$ cat src/rtl/adc_regio_pkg.sv
package adc_regio_pkg;
   typedef enum logic [1:0] {
      OP_READ   = 2'd0,
      OP_WRITE  = 2'd1,
      OP_CONFIG = 2'd2,
      OP_SCAN   = 2'd3
   } op_e;

   typedef enum logic [3:0] {
      ST_IDLE, ST_RST_BYTE, ST_WR_CMD, ST_WR_DAT,
      ST_RB_CMD, ST_RB_DAT, ST_GAP, ST_CHECK
   } st_e;

   localparam logic [2:0] PFX_READ  = 3'b010;
   localparam logic [2:0] PFX_WRITE = 3'b011;
   localparam logic [7:0] BYTE_RESET = 8'hC0;

   function automatic logic [7:0] flip8(input logic [7:0] v);
      logic [7:0] r;
      for (int i = 0; i < 8; i++) r[i] = v[7-i];
      return r;
   endfunction
endpackage

$ cat src/rtl/adc_spi_shifter.sv
module adc_spi_shifter #(
   parameter int HALF_CYC = 2
) (
   input  logic       clk,
   input  logic       rst_n,
   input  logic       start,
   input  logic [7:0] tx_byte,
   output logic       done,
   output logic [7:0] rx_byte,
   output logic       sclk,
   output logic       mosi,
   input  logic       miso
);
   localparam int DIV_W = (HALF_CYC > 1) ? $clog2(HALF_CYC) : 1;
   localparam logic [DIV_W-1:0] DIV_LAST = DIV_W'(HALF_CYC - 1);

   logic             active_q, sclk_q, done_q;
   logic [7:0]       tx_q, rx_q;
   logic [2:0]       bit_q;
   logic [DIV_W-1:0] div_q;

   always_ff @(posedge clk or negedge rst_n) begin
      if (!rst_n) begin
         active_q <= 1'b0;
         sclk_q   <= 1'b0;
         done_q   <= 1'b0;
         tx_q     <= '0;
         rx_q     <= '0;
         bit_q    <= '0;
         div_q    <= '0;
      end else begin
         done_q <= 1'b0;
         if (start) begin
            active_q <= 1'b1;
            tx_q     <= tx_byte;
            bit_q    <= '0;
            div_q    <= '0;
            sclk_q   <= 1'b0;
         end else if (active_q) begin
            if (div_q == DIV_LAST) begin
               div_q <= '0;
               if (!sclk_q) begin
                  sclk_q <= 1'b1;
                  rx_q   <= {rx_q[6:0], miso};
               end else begin
                  sclk_q <= 1'b0;
                  if (bit_q == 3'd7) begin
                     active_q <= 1'b0;
                     done_q   <= 1'b1;
                  end else begin
                     bit_q <= bit_q + 3'd1;
                     tx_q  <= {tx_q[6:0], 1'b0};
                  end
               end
            end else begin
               div_q <= div_q + 1'b1;
            end
         end
      end
   end

   assign done    = done_q;
   assign rx_byte = rx_q;
   assign sclk    = sclk_q;
   assign mosi    = tx_q[7];

   assert_no_restart_R2: assert property (@(posedge clk) disable iff (!rst_n)
      start |-> !active_q)
      else $error("shifter restarted mid-byte");
endmodule

$ cat src/rtl/adc_regio_seq.sv
module adc_regio_seq
   import adc_regio_pkg::*;
#(
   parameter int          CFG_COUNT  = 6,
   parameter int          SKIP_REG   = 2,
   parameter int          SEQ_REG    = 4,
   parameter int          MAX_TRIES  = 15,
   parameter logic [47:0] CFG_VALUES = 48'h0
) (
   input  logic       clk,
   input  logic       rst_n,
   input  logic       req_valid,
   input  logic [1:0] req_op,
   input  logic [3:0] req_addr,
   input  logic [7:0] req_wdata,
   output logic       sh_start,
   output logic [7:0] sh_tx,
   input  logic       sh_done,
   input  logic [7:0] sh_rx,
   output logic       cs_n,
   output logic       adc_start,
   output logic       busy,
   output logic       done,
   output logic       err,
   output logic [7:0] rd_data,
   output logic [7:0] seq_value
);
   localparam int IDX_W = (CFG_COUNT > 1) ? $clog2(CFG_COUNT) : 1;
   localparam int TRY_W = $clog2(MAX_TRIES + 1);
   localparam logic [3:0]       SEQ_A    = 4'(SEQ_REG);
   localparam logic [IDX_W-1:0] IDX_LAST = IDX_W'(CFG_COUNT - 1);
   localparam logic [TRY_W-1:0] TRY_LAST = TRY_W'(MAX_TRIES - 1);

   function automatic logic [3:0] cfg_addr(input logic [IDX_W-1:0] i);
      int v;
      v = int'(i);
      if (v >= SKIP_REG) v = v + 1;
      return 4'(v);
   endfunction

   function automatic logic [7:0] cfg_val(input logic [IDX_W-1:0] i);
      return CFG_VALUES[8*int'(i) +: 8];
   endfunction

   st_e              st_q, ret_q;
   op_e              job_q;
   logic [3:0]       addr_q;
   logic [7:0]       wdata_q, rdata_q, seq_q, tx_q, tx_pick;
   logic [IDX_W-1:0] idx_q, idx_nxt;
   logic [TRY_W-1:0] tries_q;
   logic             launched_q, start_q, cs_q, done_q, err_q, go_q;

   assign idx_nxt = idx_q + 1'b1;

   always_comb begin
      case (st_q)
         ST_RST_BYTE: tx_pick = BYTE_RESET;
         ST_WR_CMD:   tx_pick = {PFX_WRITE, 1'b0, addr_q};
         ST_WR_DAT:   tx_pick = wdata_q;
         ST_RB_CMD:   tx_pick = {PFX_READ, 1'b0, addr_q};
         default:     tx_pick = 8'h00;
      endcase
   end

   always_ff @(posedge clk or negedge rst_n) begin
      if (!rst_n) begin
         st_q <= ST_IDLE;   ret_q <= ST_IDLE;  job_q <= OP_READ;
         addr_q <= '0;      wdata_q <= '0;     rdata_q <= '0;
         seq_q <= '0;       tx_q <= '0;        idx_q <= '0;
         tries_q <= '0;     launched_q <= 1'b0; start_q <= 1'b0;
         cs_q <= 1'b1;      done_q <= 1'b0;    err_q <= 1'b0;
         go_q <= 1'b0;
      end else begin
         done_q <= 1'b0;
         go_q   <= 1'b0;
         case (st_q)
            ST_IDLE: if (req_valid) begin
               job_q   <= op_e'(req_op);
               err_q   <= 1'b0;
               tries_q <= '0;
               addr_q  <= req_addr;
               wdata_q <= req_wdata;
               case (op_e'(req_op))
                  OP_READ:  st_q <= ST_RB_CMD;
                  OP_WRITE: st_q <= ST_WR_CMD;
                  OP_CONFIG: begin
                     start_q <= 1'b0;
                     idx_q   <= '0;
                     st_q    <= ST_RST_BYTE;
                  end
                  default: begin
                     start_q <= 1'b0;
                     addr_q  <= SEQ_A;
                     wdata_q <= seq_q;
                     st_q    <= ST_WR_CMD;
                  end
               endcase
            end
            ST_GAP: st_q <= ret_q;
            ST_CHECK: begin
               if (job_q == OP_READ) begin
                  done_q <= 1'b1;
                  st_q   <= ST_IDLE;
               end else if (rdata_q == wdata_q) begin
                  if (addr_q == SEQ_A) seq_q <= wdata_q;
                  if (job_q == OP_CONFIG && idx_q != IDX_LAST) begin
                     idx_q   <= idx_nxt;
                     addr_q  <= cfg_addr(idx_nxt);
                     wdata_q <= cfg_val(idx_nxt);
                     tries_q <= '0;
                     st_q    <= ST_WR_CMD;
                  end else begin
                     if (job_q == OP_SCAN) start_q <= 1'b1;
                     done_q <= 1'b1;
                     st_q   <= ST_IDLE;
                  end
               end else if (tries_q == TRY_LAST) begin
                  err_q  <= 1'b1;
                  done_q <= 1'b1;
                  st_q   <= ST_IDLE;
               end else begin
                  tries_q <= tries_q + 1'b1;
                  st_q    <= ST_WR_CMD;
               end
            end
            default: begin
               if (!launched_q) begin
                  go_q       <= 1'b1;
                  launched_q <= 1'b1;
                  cs_q       <= 1'b0;
                  tx_q       <= tx_pick;
               end else if (sh_done) begin
                  launched_q <= 1'b0;
                  case (st_q)
                     ST_RST_BYTE: begin
                        cs_q <= 1'b1;  st_q <= ST_GAP;  ret_q <= ST_WR_CMD;
                        addr_q  <= cfg_addr('0);
                        wdata_q <= cfg_val('0);
                     end
                     ST_WR_CMD: st_q <= ST_WR_DAT;
                     ST_WR_DAT: begin
                        cs_q <= 1'b1;  st_q <= ST_GAP;  ret_q <= ST_RB_CMD;
                     end
                     ST_RB_CMD: st_q <= ST_RB_DAT;
                     default: begin
                        cs_q <= 1'b1;  rdata_q <= sh_rx;
                        st_q <= ST_GAP;  ret_q <= ST_CHECK;
                     end
                  endcase
               end
            end
         endcase
      end
   end

   assign sh_start  = go_q;
   assign sh_tx     = tx_q;
   assign cs_n      = cs_q;
   assign adc_start = start_q;
   assign busy      = (st_q != ST_IDLE);
   assign done      = done_q;
   assign err       = err_q;
   assign rd_data   = rdata_q;
   assign seq_value = seq_q;

   assert_done_pulse_R10: assert property (@(posedge clk) disable iff (!rst_n)
      done_q |=> !done_q) else $error("done longer than one cycle");
   assert_err_with_done_R5: assert property (@(posedge clk) disable iff (!rst_n)
      $rose(err_q) |-> done_q) else $error("err rose without done");
   assert_tries_bound_R5: assert property (@(posedge clk) disable iff (!rst_n)
      tries_q < TRY_W'(MAX_TRIES)) else $error("attempt count overran");
   assert_start_low_cfg_R6: assert property (@(posedge clk) disable iff (!rst_n)
      (st_q != ST_IDLE && job_q == OP_CONFIG) |-> !start_q)
      else $error("START high during configuration");
   assert_start_rise_scan_R9: assert property (@(posedge clk) disable iff (!rst_n)
      $rose(start_q) |-> (done_q && job_q == OP_SCAN && !err_q))
      else $error("START rose outside a successful scan restart");
endmodule

$ cat src/rtl/adc_regio_engine.sv
module adc_regio_engine
   import adc_regio_pkg::*;
#(
   parameter int          HALF_CYC   = 2,
   parameter bit          LSB_FIRST  = 1'b0,
   parameter int          CFG_COUNT  = 6,
   parameter int          SKIP_REG   = 2,
   parameter int          SEQ_REG    = 4,
   parameter int          MAX_TRIES  = 15,
   parameter logic [47:0] CFG_VALUES = 48'h00_00_00_00_00_00
) (
   input  logic       clk,
   input  logic       rst_n,
   input  logic       req_valid,
   input  logic [1:0] req_op,
   input  logic [3:0] req_addr,
   input  logic [7:0] req_wdata,
   output logic       busy,
   output logic       done,
   output logic       err,
   output logic [7:0] rd_data,
   output logic [7:0] seq_value,
   output logic       spi_cs_n,
   output logic       spi_sclk,
   output logic       spi_mosi,
   input  logic       spi_miso,
   output logic       adc_start
);
   if (HALF_CYC < 1) begin : g_bad_div
      $error("HALF_CYC must be at least 1");
   end
   if (MAX_TRIES < 1 || MAX_TRIES > 255) begin : g_bad_tries
      $error("MAX_TRIES out of range");
   end
   if (CFG_COUNT < 1 || CFG_COUNT > 6 || SKIP_REG > CFG_COUNT) begin : g_bad_cfg
      $error("configuration list shape out of range");
   end
   if (SEQ_REG < 0 || SEQ_REG > 15) begin : g_bad_seq
      $error("SEQ_REG must be a 4-bit index");
   end

   logic       sh_start, sh_done;
   logic [7:0] seq_tx, seq_rx, wire_tx, wire_rx;

   if (LSB_FIRST) begin : g_flip
      assign wire_tx = flip8(seq_tx);
      assign seq_rx  = flip8(wire_rx);
   end else begin : g_direct
      assign wire_tx = seq_tx;
      assign seq_rx  = wire_rx;
   end

   adc_regio_seq #(
      .CFG_COUNT(CFG_COUNT), .SKIP_REG(SKIP_REG), .SEQ_REG(SEQ_REG),
      .MAX_TRIES(MAX_TRIES), .CFG_VALUES(CFG_VALUES)
   ) u_seq (
      .clk(clk), .rst_n(rst_n),
      .req_valid(req_valid), .req_op(req_op), .req_addr(req_addr),
      .req_wdata(req_wdata),
      .sh_start(sh_start), .sh_tx(seq_tx), .sh_done(sh_done), .sh_rx(seq_rx),
      .cs_n(spi_cs_n), .adc_start(adc_start), .busy(busy), .done(done),
      .err(err), .rd_data(rd_data), .seq_value(seq_value)
   );

   adc_spi_shifter #(.HALF_CYC(HALF_CYC)) u_shift (
      .clk(clk), .rst_n(rst_n), .start(sh_start), .tx_byte(wire_tx),
      .done(sh_done), .rx_byte(wire_rx), .sclk(spi_sclk), .mosi(spi_mosi),
      .miso(spi_miso)
   );

   assert_sclk_in_frame_R2: assert property (@(posedge clk) disable iff (!rst_n)
      spi_sclk |-> !spi_cs_n) else $error("SCLK high outside a frame");
endmodule

$ cat config.mk
export PLATFORM = sky130hd
export DESIGN_NAME = adc_regio_engine
export DESIGN_NICKNAME = d
export VERILOG_FILES = /design/src/rtl/adc_regio_pkg.sv /design/src/rtl/adc_spi_shifter.sv /design/src/rtl/adc_regio_seq.sv /design/src/rtl/adc_regio_engine.sv
export SDC_FILE = /design/constraint.sdc
export NUM_CORES = 1
export LEC_CHECK = 0
export ABC_AREA = 0
export BUFFER_PORTS_ARGS = -buffer_cell sky130_fd_sc_hd__buf_4
export CELL_PAD_IN_SITES_DETAIL_PLACEMENT = 0
export CELL_PAD_IN_SITES_GLOBAL_PLACEMENT = 1
export CORE_MARGIN = 3
export CORE_UTILIZATION = 49
export CTS_BUF_LIST = sky130_fd_sc_hd__clkbuf_4
export CTS_CLUSTER_SIZE = 8
export DETAILED_ROUTE_END_ITERATION = 10
export HOLD_SLACK_MARGIN = 0.08
export PLACE_DENSITY_LB_ADDON = 0.2
export RECOVER_POWER = 50
export SLEW_MARGIN = 20
export SYNTH_ARGS = -nofsm -noshare
export SYNTH_HDL_FRONTEND = slang
export SYNTH_SLANG_ARGS = --single-unit
$ cat constraint.sdc
create_clock -name clk -period 2.5 [get_ports clk]
set_clock_uncertainty 0.2 [all_clocks]
set_input_delay 0.5 -clock clk [delete_from_list [all_inputs] [get_ports clk]]
set_output_delay 0.5 -clock clk [all_outputs]
set_load 0.005 [all_outputs]
==> impl_summary.log, run 1 <==
[metrics] run status: finished clean
[metrics] Sw Pwr: roughly 1.6 mW
[metrics] Final Cycle Share: approximately 90%
[metrics] latest clock arrival within the worst-skew pair: about 0.44 ns
[metrics] Synth Flop Type: sky130_fd_sc_hd__dfrtp_1
[metrics] syn_area_per_cell: roughly 11 um2
[metrics] total wire length: 8645 um
[metrics] internal power: 2.561 mW
[metrics] highest net fanout along the worst path: 12
[metrics] sort of element at the end of the critical path: output pin
[metrics] area enclosed by the die boundary: a little over 9000 um2
[metrics] Core Rows: 32
[metrics] required time of the critical path: 1.80 ns
[metrics] mean routed wirelength per cell: around 16 um
[metrics] global-route wire length before repair: 14520 um
[metrics] initial antenna violation count: 0
[metrics] share of the synthesized area in the top cell type: between 40% and 50%
[metrics] Logic pwr share: between 30% and 40%
[metrics] net count of the finished layout: ~450
[metrics] Post-synth ARST share: 100.0%
[metrics] Tightest Hold Check Type: in -> reg
[metrics] DR iter-0 viols: 125
[metrics] Initial Util: 51.01%
[metrics] number of detailed-routing iterations run before antenna repair: 4
[metrics] Reg power frac: roughly half
[metrics] core region area: roughly 7800 um2
[metrics] start-to-end type of the worst setup path: reg -> out
[metrics] vias after detailed routing: ~2900
[metrics] GRT Util Overall: roughly 21%
[metrics] Highest Clock Rate: about 440 MHz
[metrics] number of nets in the synthesized netlist: about 390
[metrics] RSZ-0062 raised after global routing: no
[metrics] power per cell area: approximately 900 nW/um2
[metrics] utilization after layout: between 50% and 60%
[metrics] via count of the first global-routing pass: 2904
[metrics] clock network fraction of design power: 17.6%
[metrics] register bit total from synthesis: 80
[metrics] synthesized area: between 3000 and 4000 um2
[metrics] Vias per Instance: about 5.5
[metrics] Sinks on Clock Net: 80
[metrics] Place WS: around 0.31 ns
[metrics] maximum single-stage delay on the critical path: ~0.57 ns
[metrics] Ys Warns: 0
[metrics] CP max-delay cell: sky130_fd_sc_hd__dfrtp_1
[metrics] Final Setup Violations: 0
[metrics] slew at the pin closest to its max-slew limit: 1.068 ns
[metrics] Critical Path Source Type: flip-flop
[metrics] switching share of power: 38.23%
[metrics] Post-DP HPWL: 6246 um
[metrics] least setup slack across all paths after layout: between 0.2 and 0.25 ns
[metrics] number of instances in the synthesized netlist: 362
[metrics] CTS Buf Count: 9
[metrics] critical path, cell by cell: nor3_4 -> inv_1 -> buf_4
[metrics] CTS tree: done
[metrics] relative slew slack: 28.82%
[metrics] number of synthesized flops with an enable pin: 0
[metrics] global route total overflow: 0
[metrics] buffer levels on the longest clock path: 2
[metrics] P_leak: approximately 2.3 nW
[metrics] count of antenna-violating nets left after detailed routing: 0
[metrics] Max rail drop VDD: about 0.00047 V
[metrics] gp weighted congestion: a little over 0.8
[metrics] width of the die: about 96 um
[metrics] part of the Yosys area used for sequential elements: between 50% and 60%
[metrics] data arrival at the endpoint of the critical path: approximately 1.6 ns
[metrics] H-tree level count: 3
[metrics] I/O pins: 41
[metrics] maximum number of pins on one net before global-route repair: 81
[metrics] max-cap viol count: 0
[metrics] Diodes inserted: 0
[metrics] main area contributors after synthesis: sky130_fd_sc_hd__dfrtp_1 (50%), sky130_fd_sc_hd__mux2i_1 (5.3%), sky130_fd_sc_hd__mux2_2 (5.1%), sky130_fd_sc_hd__o21ai_0 (3.8%), sky130_fd_sc_hd__nand2_1 (3.6%)
[metrics] accumulated negative setup slack: 0 ns
[metrics] number of hold violations in the final report: 0
[metrics] root cell of the clock tree: sky130_fd_sc_hd__clkbuf_4
[metrics] DRC errors left: 0
[metrics] synthesis-to-finish area growth: 15.80%
[metrics] post-route minimum period: 2.296 ns
[metrics] Final Max Tran Viols: 0
[metrics] vertical die dimension: ~96 um
[metrics] Netlist cell types: 61
[metrics] share of layout cells above drive strength 1: approximately a quarter
[metrics] cell type with the highest aggregate area in the netlist: sky130_fd_sc_hd__dfrtp_1
[metrics] post-layout total power: 4.146 mW
[metrics] number of buffers inserted by port buffering: 40
[metrics] clock-pin slew of the registers on the worst-case setup and hold paths: around 0.15 ns
[flip-flops by register name (all words and copies together), names as in the netlist, 4 cells and up]
name	count
u_seq.sh_tx	8
u_seq.rd_data	8
u_shift.rx_byte	8
u_seq.wdata_q	8
u_shift.tx_q	8
u_seq.addr_q	4
u_seq.seq_value	8
u_seq.tries_q	4
[layer usage]
| layer | global-route usage, % | up-vias | routed length (um) | part of all wire, % |
|---|---|---|---|---|
| li1 | - | 1417 | - | - |
| met1 | 29.20 | 1412 | 4094 | 47 |
| met2 | 31.28 | 54 | 4106 | 47 |
| met3 | 4.457 | 10 | 340 | 3.9 |
| met4 | 7.227 | 0 | 104 | 1.2 |
| met5 | 0 | - | 0 | 0 |
[what timing repair did]
item	CTS	global route
endpoints found under the setup margin	1	1
hold buffers	4	0
buffers inserted	0	2
pin swaps	0	1
endpoints found under the hold margin	82	0
gates resized for setup	2	1
cloned	0	0
[cell type report]
class                   instances  area [um2]
multi-input cells             255        1842
fillers                       717        3196
inverters                      10       37.54
clock inverters                 7       60.06
repair buffers                 63       471.7
clock buffers                   9       67.56
well taps                     102       127.6
flip-flops and latches         80        2006
[worst max-delay path: cells and delay by family, from the launching register on]
kind | cells | cell delay (ns)
buffers and inverters | 2 | 0.34
flip-flops | 1 | 0.57
AND/OR/NAND/NOR | 1 | 0.25
[synthesized netlist by cell type, types with 7 or more instances]
cell type and n:
sky130_fd_sc_hd__dfrtp_1 79, sky130_fd_sc_hd__nand2_1 38, sky130_fd_sc_hd__o21ai_0 30, sky130_fd_sc_hd__nor2_1 22, sky130_fd_sc_hd__mux2i_1 21, sky130_fd_sc_hd__mux2_2 18
sky130_fd_sc_hd__a21oi_1 17, sky130_fd_sc_hd__xor2_1 11, sky130_fd_sc_hd__inv_1 10, sky130_fd_sc_hd__mux2_4 9, sky130_fd_sc_hd__ha_1 8, sky130_fd_sc_hd__o2bb2ai_1 8
sky130_fd_sc_hd__clkbuf_1 7
[power groups by stage]
stage / Clock [mW] / Combinational [mW] / Sequential, mW
3_5_place_dp: 0 / 1.35 / 2.11
3_3_place_gp: 0 / 1.31 / 2.08
4_1_cts: 0.754 / 1.36 / 2.08
5_1_grt: 0.800 / 1.51 / 2.15
2_1_floorplan: 0 / 1.07 / 1.96
6_report: 0.730 / 1.33 / 2.08
[stage by stage]
step | instances | cell area, um2 | hold WS (ns)
2_1_floorplan | 362 | 3983 | 0.004409
3_3_place_gp | 504 | 4451 | 0.2544
3_5_place_dp | 504 | 4451 | 0.2578
4_1_cts | 524 | 4621 | 0.1345
5_1_grt | 526 | 4612 | 0.1341
6_report | 526 | 4612 | 0.1499
[worst paths after layout]
| check | from | end | slack, ns | cells after the start |
|---|---|---|---|---|
| max | u_seq.st_q[0] | busy | 0.20 | 3 |
| min | req_wdata[4] | u_seq.wdata_q[4] | 0.15 | 3 |
| max reg2reg | u_seq.wdata_q[3] | u_seq.seq_value[3] | 0.29 | 5 |
| min reg2reg | u_seq.tries_q[3] | u_seq.tries_q[3] | 0.28 | 1 |
| max in group asynchronous | rst_n | u_seq.st_q[1] | 0.65 | 3 |
| min in group asynchronous | rst_n | u_seq.wdata_q[7] | 0.72 | 3 |
[logic make-up (layout without fill, tap and decap cells)]
logic type,after synthesis,in the layout,synth area share [%]
compound gates,91,91,14.51
xor+xnor,12,12,2.639
fa+ha+maj,8,8,2.513
buf+inv,27,89,3.456
flops,80,80,50.30
mux,49,49,14.04
simple gates,95,95,12.54
[cell usage in the layout, fill, tap and decap left out, types with 4 or more instances in the layout]
| cell | synthesis | final |
|---|---|---|
| sky130_fd_sc_hd__inv_1 | 10 | 10 |
| sky130_fd_sc_hd__clkbuf_4 | 0 | 11 |
| sky130_fd_sc_hd__xor2_1 | 11 | 11 |
| sky130_fd_sc_hd__nor2_1 | 22 | 22 |
| sky130_fd_sc_hd__dlygate4sd3_1 | 0 | 4 |
| sky130_fd_sc_hd__nand2_1 | 38 | 38 |
| sky130_fd_sc_hd__mux2i_1 | 21 | 21 |
| sky130_fd_sc_hd__a21oi_1 | 17 | 17 |
| sky130_fd_sc_hd__nand3_1 | 6 | 6 |
| sky130_fd_sc_hd__a31oi_1 | 4 | 4 |
| sky130_fd_sc_hd__o21ai_0 | 30 | 30 |
| sky130_fd_sc_hd__ha_1 | 8 | 8 |
| sky130_fd_sc_hd__o2bb2ai_1 | 8 | 8 |
| sky130_fd_sc_hd__buf_4 | 0 | 54 |
| sky130_fd_sc_hd__o21ai_1 | 4 | 4 |
| sky130_fd_sc_hd__mux2_2 | 18 | 18 |
| sky130_fd_sc_hd__mux2_4 | 9 | 9 |
| sky130_fd_sc_hd__dfrtp_1 | 79 | 77 |
| sky130_fd_sc_hd__inv_6 | 0 | 4 |
Power figures use the tool's default switching activity.
==> run 2, diff against run 1 <==
--- a/config.mk
+++ b/config.mk
@@ -16,7 +16,7 @@
 export DETAILED_ROUTE_END_ITERATION = 10
 export HOLD_SLACK_MARGIN = 0.08
 export PLACE_DENSITY_LB_ADDON = 0.2
-export RECOVER_POWER = 50
+export SKIP_LAST_GASP = 1
 export SLEW_MARGIN = 20
 export SYNTH_ARGS = -nofsm -noshare
 export SYNTH_HDL_FRONTEND = slang
==> run 2 against run 1 <==
- total power rose by 0.29%
- die area did not move
- clock power barely moved
- flip-flop and latch count did not move
- non-clock buffer count did not move
- clock-buffer cell count did not move
- cell area rose by 0.54%
- worst setup slack improved by 0.0065 ns
- highest routed layer unchanged
==> impl_summary.log, run 2 (same netlist as run 1, synthesis figures left out) <==
[metrics] Highest Clock Rate: 436.8 MHz
[metrics] share of layout cells above drive strength 1: 27.12%
[metrics] H-tree level count: 3
[metrics] start-to-end type of the worst setup path: reg -> out
[metrics] global-route wire length before repair: between 10000 and 15000 um
[metrics] number of placed instances, taps included: 504
[metrics] root cell of the clock tree: sky130_fd_sc_hd__clkbuf_4
[metrics] Vias per Instance: between 5 and 6
[metrics] width of the die: around 96 um
[metrics] I/O pins: approximately 40
[metrics] clock-pin slew of the registers on the worst-case setup and hold paths: 0.15 ns
[metrics] run status: finished clean
[metrics] commonest cells after routing, fill and taps aside: sky130_fd_sc_hd__dfrtp_1 (76), sky130_fd_sc_hd__buf_4 (58), sky130_fd_sc_hd__nand2_1 (38)
[metrics] most frequent standard cell in the layout excluding fill and tap cells: sky130_fd_sc_hd__dfrtp_1
[metrics] DR iter-0 viols: 106
[metrics] total wire length: 8673 um
[metrics] worst hold margin: 0.1510 ns
[metrics] gp weighted congestion: approximately 0.83
[metrics] CP max-delay cell: sky130_fd_sc_hd__dfrtp_2
[metrics] power per cell area: 896.9 nW/um2
[metrics] relative slew slack: a little under three fifths
[metrics] P_leak: between 2 and 2.5 nW
[metrics] buffer levels on the longest clock path: 2
[metrics] max-cap viol count: 0
[metrics] maximum single-stage delay on the critical path: approximately 0.54 ns
[metrics] number of buffers inserted by port buffering: 40
[metrics] Fillers: around 710
[metrics] total area of multi-input combinational cells: 1842 um2
[metrics] global route total overflow: 0
[metrics] required time of the critical path: 1.80 ns
[metrics] RSZ-0062 raised after global routing: no
[metrics] Final Max Tran Viols: 0
[metrics] maximum number of pins on one net before global-route repair: 81
[metrics] Tightest Hold Check Type: in -> reg
[metrics] final non-filler cell total: about 530
[metrics] delay-heaviest family, CP: flip-flops
[metrics] sort of element at the end of the critical path: output pin
[metrics] synthesis-to-finish area growth: 16.43%
[metrics] Critical Path Source Type: flip-flop
[metrics] vertical die dimension: approximately 96 um
[metrics] CTS Buf Count: 9
[metrics] latest clock arrival within the worst-skew pair: 0.44 ns
[metrics] number of detailed-routing iterations run before antenna repair: 4
[metrics] GRT Util Overall: about 21%
[metrics] core region area: 7807 um2
[metrics] mean routed wirelength per cell: around 16 um
[metrics] FF+latch area: roughly 2000 um2
[metrics] number of buffer and inverter instances along the worst setup path: 2
[metrics] Sinks on Clock Net: 80
[metrics] post-route minimum period: 2.289 ns
[metrics] via count of the first global-routing pass: between 2000 and 3000
[metrics] slew at the pin closest to its max-slew limit: about 0.63 ns
[metrics] accumulated negative setup slack: 0 ns
[metrics] DRC errors left: 0
[metrics] initial antenna violation count: 0
[metrics] Final Setup Violations: 0
[metrics] highest net fanout along the worst path: 14
[metrics] Post-DP HPWL: 6246 um
[metrics] count of antenna-violating nets left after detailed routing: 0
[metrics] CTS tree: done
[metrics] number of hold violations in the final report: 0
[metrics] Initial Util: between 50% and 60%
[metrics] Diodes inserted: 0
[metrics] Final Cycle Share: 91.57%
[metrics] area enclosed by the die boundary: 9246 um2
[metrics] data arrival at the endpoint of the critical path: between 1.5 and 2 ns
[metrics] critical path, cell by cell: nor3_4 -> inv_1 -> buf_4
[metrics] net count of the finished layout: roughly 450
[metrics] vias after detailed routing: around 2900
[metrics] Max rail drop VDD: around 0.00047 V
[metrics] Core Rows: 32
## run 2: cell types whose count changed in the layout (fill, tap and decap cells not counted)
cell / previous run / this run
sky130_fd_sc_hd__buf_4: 54 / 58
sky130_fd_sc_hd__buf_12: 0 / 1
sky130_fd_sc_hd__clkbuf_1: 3 / 0
sky130_fd_sc_hd__dfrtp_1: 77 / 76
sky130_fd_sc_hd__and2_1: 2 / 3
sky130_fd_sc_hd__dfrtp_2: 2 / 3
sky130_fd_sc_hd__clkbuf_4: 11 / 9
sky130_fd_sc_hd__and2_0: 1 / 0
## run 2: worst paths after layout
path	slack, ns	startpoint	cells past startpoint	to
max in group asynchronous	1.33	rst_n	3	u_seq.cs_n
min reg2reg	0.28	u_seq.tries_q[3]	1	u_seq.tries_q[3]
min in group asynchronous	0.42	rst_n	3	u_seq.wdata_q[7]
min	0.15	req_wdata[4]	3	u_seq.wdata_q[4]
max reg2reg	0.29	u_seq.wdata_q[6]	5	u_seq.seq_value[3]
max	0.21	u_seq.st_q[2]	3	busy
## run 2: tightest hold or removal path: stages
cell	delay (ns)
sky130_fd_sc_hd__buf_4	0.07
sky130_fd_sc_hd__mux2i_1	0.06
sky130_fd_sc_hd__o2bb2ai_1	0.13
## run 2: metal layers
| metal | GRT usage, % | vias to the layer above | share of wire [%] |
|---|---|---|---|
| met3 | 4.457 | 11 | 4.0 |
| met1 | 29.20 | 1394 | 48 |
| met4 | 7.227 | 0 | 1.5 |
| met5 | 0 | - | 0 |
| li1 | - | 1421 | - |
| met2 | 31.28 | 52 | 47 |
## run 2: final cells by class
class | count | share of cell area (%)
Clock inverter | 7 | 1.295
Multi-Input combinational cell | 255 | 39.72
Inverter | 10 | 0.8095
Clock buffer | 9 | 1.457
Tap cell | 102 | 2.752
Timing Repair Buffer | 63 | 10.69
Sequential cell | 80 | 43.28
## run 2: what timing repair did
| item | in CTS | in global routing |
|---|---|---|
| hold buffers | 4 | 0 |
| hold endpoints to repair | 82 | 0 |
| setup buffers | 0 | 2 |
| pin swaps | 0 | 1 |
| resized for setup | 2 | 1 |
| endpoints found under the setup margin | 1 | 1 |
| cloned | 0 | 0 |
## run 2: report_power, final
part | internal (mW) | switching, mW
logic | 0.658 | 0.686
registers | 1.69 | 0.396
clock network | 0.226 | 0.503
total | 2.57 | 1.59
## run 2: per-stage QoR
stage	area (um2)	utilization, %	setup WS [ns]	power (mW)
finish	4637	59.39	0.2109	4.159
floorplan	3983	-	0.3216	3.035
CTS	4621	59.18	0.03400	4.199
detailed placement	4451	57.00	0.3105	3.458
global route	4637	59.39	0.1173	4.477
global placement	4451	57.00	0.3460	3.393
